--- config.mk ---
export PLATFORM = sky130hd
export DESIGN_NAME = vrange_type_matcher
export DESIGN_NICKNAME = d
export VERILOG_FILES = /design/src/rtl/vrange_type_matcher.sv
export SDC_FILE = /design/constraint.sdc
export NUM_CORES = 1
export LEC_CHECK = 0
export ABC_AREA = 1
export CAP_MARGIN = 5
export CORE_MARGIN = 2
export CORE_UTILIZATION = 60
export DETAILED_ROUTE_END_ITERATION = 10
export PLACE_DENSITY = 0.9
export SYNTH_ARGS = -nofsm -noshare
export SYNTH_HDL_FRONTEND = slang
export SYNTH_SLANG_ARGS = --single-unit
--- constraint.sdc ---
create_clock -name clk -period 4 [get_ports clk]
set_clock_uncertainty 0.1 [all_clocks]
set_input_delay 0.4 -clock clk [delete_from_list [all_inputs] [get_ports clk]]
set_output_delay 0.4 -clock clk [all_outputs]
set_load 0.005 [all_outputs]
--- src/rtl/vrange_type_matcher.sv ---
module vrange_type_matcher #(
  parameter int NPAIRS = 8,
  parameter int AW     = 36,
  parameter int TW     = 8
) (
  input  logic                            clk,
  input  logic                            rst_n,
  input  logic                            wr_en,
  input  logic [$clog2(2*NPAIRS+1)-1:0]   wr_addr,
  input  logic [63:0]                     wr_data,
  input  logic [AW-1:0]                   lk_addr,
  output logic [TW-1:0]                   res_type,
  output logic                            res_hit,
  output logic                            res_conflict
);
  localparam int FW  = AW - 12;
  localparam int WAW = $clog2(2*NPAIRS+1);
  localparam logic [TW-1:0] T_UC = TW'(0);
  localparam logic [TW-1:0] T_WT = TW'(4);
  localparam logic [TW-1:0] T_WB = TW'(6);

  logic [FW-1:0]     base_f [NPAIRS];
  logic [FW-1:0]     mask_f [NPAIRS];
  logic [TW-1:0]     type_f [NPAIRS];
  logic [NPAIRS-1:0] en;
  logic [TW-1:0]     dflt;
  logic [NPAIRS-1:0] hit_v;

  always_ff @(posedge clk) begin
    if (!rst_n) begin
      en   <= '0;
      dflt <= T_UC;
      for (int i = 0; i < NPAIRS; i++) begin
        base_f[i] <= '0;
        mask_f[i] <= '0;
        type_f[i] <= '0;
      end
    end else if (wr_en) begin
      for (int i = 0; i < NPAIRS; i++) begin
        if (wr_addr == WAW'(2*i)) begin
          base_f[i] <= wr_data[AW-1:12];
          type_f[i] <= wr_data[TW-1:0];
        end
        if (wr_addr == WAW'(2*i+1)) begin
          mask_f[i] <= wr_data[AW-1:12];
          en[i]     <= wr_data[11];
        end
      end
      if (wr_addr == WAW'(2*NPAIRS)) dflt <= wr_data[TW-1:0];
    end
  end

  for (genvar g = 0; g < NPAIRS; g++) begin : g_match
    assign hit_v[g] = en[g] && ((lk_addr[AW-1:12] & mask_f[g]) == (base_f[g] & mask_f[g]));
  end

  logic [TW-1:0] first_t, n_type;
  logic          found, same, any_uc, only_wtwb, n_err;

  always_comb begin
    first_t   = T_UC;
    found     = 1'b0;
    same      = 1'b1;
    any_uc    = 1'b0;
    only_wtwb = 1'b1;
    for (int i = 0; i < NPAIRS; i++) begin
      if (hit_v[i]) begin
        if (!found) begin
          first_t = type_f[i];
          found   = 1'b1;
        end else if (type_f[i] != first_t) begin
          same = 1'b0;
        end
        if (type_f[i] == T_UC) any_uc = 1'b1;
        if (type_f[i] != T_WT && type_f[i] != T_WB) only_wtwb = 1'b0;
      end
    end
    n_err = 1'b0;
    if (!found)         n_type = dflt;
    else if (any_uc)    n_type = T_UC;
    else if (same)      n_type = first_t;
    else if (only_wtwb) n_type = T_WT;
    else begin
      n_type = T_UC;
      n_err  = 1'b1;
    end
  end

  always_ff @(posedge clk) begin
    if (!rst_n) begin
      res_type     <= T_UC;
      res_hit      <= 1'b0;
      res_conflict <= 1'b0;
    end else begin
      res_type     <= n_type;
      res_hit      <= |hit_v;
      res_conflict <= n_err;
    end
  end

  a_r5_miss_gives_default: assert property (@(posedge clk) disable iff (!rst_n)
    !res_hit |-> res_type == $past(dflt));
  a_r5_miss_no_conflict: assert property (@(posedge clk) disable iff (!rst_n)
    !res_hit |-> !res_conflict);
  a_r9_conflict_is_uc_hit: assert property (@(posedge clk) disable iff (!rst_n)
    res_conflict |-> (res_type == T_UC && res_hit));
  a_r3_none_enabled_no_hit: assert property (@(posedge clk) disable iff (!rst_n)
    $past(en) == '0 |-> !res_hit);
endmodule

==> results.toml <==
[run_status]
status = "finished, final reports clean"

[sta]
setup_viol = 0
relSlewSlack = 0.475
slew_violations = 0
setup_slack_ns = 0.153
holdWs_ns = 0.362
worstMarginPinSlew_ns = 0.785
rsz0062_at_grt = "no"
hold_viol = 0
fin_crit_sh = 0.962
period_needed_ns = 3.85
max_freq_ghz = 0.260
tns_ns = 0

[cells_and_area]
post-route-util = 0.720
nNetsFinal = 3111
final_cells = 3563
finalInstanceArea_um2 = 28600
drive_gt1_frac = 0.138
insertedDiodeCount = 0
area_delta_synth_final_pct = 18.4

[power_and_ir_drop]
powerDensity_nw_per_um2 = 404
peakVddDrop_uv = 380
power_mw = 11.6
p_leak_nw = 12.1

[worst_setup_path]
rr_startpoint = "base_f[0][5]"
crit_required_ns = 4.44
r2r_cells = 28
end_kind = "flip-flop"
cp_max_fo = 9
rr_endpoint = "res_type[0]"
worst-setup-path-type = "in2reg"
cp.arrival_ns = 4.29
start_kind = "input port"
rrSetupSlack_ns = 0.22

[clock_network]
post_cts_buffers = 0
cts-buffers-inserted = 49
cts_buffer_depth = 3
clk_latency_ns = 0.62
path_clk_slew_ns = 0.06
hold_buffers = 0
cts_sinks = 474
cts_root_buf = "clkbuf_16"
h-tree-depth = 2
cts_resized = 0
cts_tree = "built"

[flow_run]
maxCapViolations = 0

[global_route]
grt_max_degree = 34
grt_pass1_vias = 20800
grt_use_total = 0.375
globalRoute.totalOverflow = 0
grt_pass1_wl_um = 116000
antenna_found_initial = 0

[die]
dieArea_um2 = 41900
core_um2 = 39700
dieHeight_um = 205
rows = 73
start_util = 0.608
die_w_um = 205
ios = 118

[yosys]
ys_seq_elements = 474
avgSynthCellArea_um2 = 8.84
synth_area_um2 = 24200
synthCells = 2734
syn_nets = 2842
seq_area_frac_synth = 0.578
synth.distinct_cells = 57
yosysWarnings = 0

[routing]
drt-total-wl_um = 77700
ant_nets = 0
drt_iter0_drc = 2909
drc = 0
firstDrtPassIters = 6
wl_per_cell_um = 21.8
vias = 21400
vias_per_cell = 6.01

[min_path]
min_delay_path_depth = 2
min_path_type = "reg2reg"
min_from = "dflt[2]"
worstHoldEndpoint = "dflt[2]"

[placement]
place_area_um2 = 27100
dp_worst_setup_slack_ns = -0.281
port_buffers = 74
dp_hpwl_um = 56400
dp.cells = 3477
gp_congestion = 0.979
## cell type report
class | instances | area (µm²)
Clock buffer | 64 | 1370
Clock inverter | 22 | 189
Fill cell | 2691 | 11100
Inverter | 281 | 1070
Multi-Input combinational cell | 1883 | 8660
Sequential cell | 474 | 14000
Tap cell | 525 | 657
Timing Repair Buffer | 314 | 2700
## sequential cells by signal, summed over array words and instances, names as in the netlist
| signal | cells |
|---|---|
| dflt | 8 |
| base_f | 192 |
| res_type | 8 |
| res_conflict | 1 |
| res_hit | 1 |
| mask_f | 192 |
| type_f | 64 |
| en | 8 |
## worst max-delay path by stage
stage | endpoint | cells after the start | startpoint | slack, ns
floorplan | base_f[1][72] | 4 | wr_en | 0.30
global placement | res_type[5] | 28 | lk_addr[30] | -0.15
detailed placement | res_type[0] | 25 | lk_addr[28] | -0.28
CTS | res_type[0] | 28 | base_f[0][5] | 0.29
global route | res_type[0] | 27 | lk_addr[31] | 0.004
finish | res_type[0] | 25 | lk_addr[30] | 0.15
## cells in the mapped netlist (all sizes together)
cell type | instances | area share
nand2b | 1 | 0.00026
nor3 | 16 | 0.0035
nand3b | 17 | 0.0054
a31oi | 3 | 0.00078
nand3 | 295 | 0.063
clkbuf | 47 | 0.0073
o21a | 13 | 0.0040
inv | 270 | 0.042
o211ai | 4 | 0.0012
or2 | 36 | 0.0093
xor2 | 23 | 0.0083
o2111ai | 1 | 0.00036
nor2 | 533 | 0.089
nor4 | 19 | 0.0049
o22ai | 9 | 0.0023
buf | 49 | 0.013
edfxtp | 448 | 0.56
a211oi | 1 | 0.00031
or4 | 2 | 0.00062
nor3b | 3 | 0.00093
o221ai | 1 | 0.00036
a21o | 19 | 0.0059
and2b | 1 | 0.00031
a21oi | 55 | 0.011
o21ai | 87 | 0.018
nand4 | 43 | 0.012
dfxtp | 26 | 0.022
nand2 | 686 | 0.11
and3 | 2 | 0.00052
clkinv | 11 | 0.0020
a22oi | 2 | 0.00062
a21boi | 4 | 0.0012
and2 | 7 | 0.0018
## critical path, cell delays in order
cell	delay (ns)
clkdlybuf4s50_1	0.71
buf_4	0.26
nand2_1	0.07
nand3_1	0.15
nand2_1	0.08
nor2_1	0.24
nand3_1	0.18
nor2_4	0.22
nand4_4	0.21
buf_4	0.22
nand3_1	0.08
nand2_1	0.12
nand3_1	0.14
nand2_1	0.12
nand2_1	0.08
nand2_1	0.05
nor2_1	0.09
nand2_1	0.05
nor2_1	0.15
nor2_1	0.10
nor2_4	0.18
nand2_2	0.11
clkinv_2	0.09
nand2_1	0.07
a21oi_1	0.14
## per-layer routing
| layer | part of all wire | GRT usage | up-vias |
|---|---|---|---|
| met5 | 0 | 0 | - |
| met4 | 0.083 | 0.261 | 0 |
| met1 | 0.34 | 0.441 | 9858 |
| met3 | 0.11 | 0.0695 | 395 |
| li1 | - | - | 9593 |
| met2 | 0.47 | 0.624 | 1552 |
## power breakdown
part | internal [mW] | total (mW) | switching, mW
clock network | 2.49 | 4.47 | 1.98
registers | 5.74 | 5.90 | 0.167
logic | 0.407 | 1.20 | 0.796
total | 8.63 | 11.6 | 2.94
## cell families (layout without fill, tap and decap cells)
logic type | Yosys count | in the layout | synth area share
buffers and inverters | 377 | 681 | 0.0642
flip-flops | 474 | 474 | 0.578
XOR/XNOR | 23 | 23 | 0.00834
AND/OR/NAND/NOR | 1661 | 1661 | 0.302
AO/OA/AOI/OAI | 199 | 199 | 0.0468
## placed cells by master, fill, tap and decap left out, drive strengths merged
| master | Yosys | routed |
|---|---|---|
| clkinvlp | 0 | 2 |
| and2b | 1 | 1 |
| o211ai | 4 | 4 |
| buf | 49 | 241 |
| clkdlybuf4s50 | 0 | 72 |
| o22ai | 9 | 9 |
| edfxtp | 448 | 448 |
| a211oi | 1 | 1 |
| nand4 | 43 | 43 |
| dlymetal6s2s | 0 | 1 |
| o2111ai | 1 | 1 |
| nand3 | 295 | 295 |
| inv | 270 | 274 |
| clkinv | 11 | 26 |
| and3 | 2 | 2 |
| clkbuf | 47 | 64 |
| nand2b | 1 | 1 |
| o221ai | 1 | 1 |
| nor3 | 16 | 16 |
| nor2 | 533 | 533 |
| a22oi | 2 | 2 |
| a21o | 19 | 19 |
| a21oi | 55 | 55 |
| bufinv | 0 | 1 |
| and2 | 7 | 7 |
| o21a | 13 | 13 |
| nand2 | 686 | 686 |
| or4 | 2 | 2 |
| nand3b | 17 | 17 |
| a31oi | 3 | 3 |
| a21boi | 4 | 4 |
| nor3b | 3 | 3 |
| or2 | 36 | 36 |
| nor4 | 19 | 19 |
| xor2 | 23 | 23 |
| o21ai | 87 | 87 |
| dfxtp | 26 | 26 |
Power figures use the tool's default switching activity.
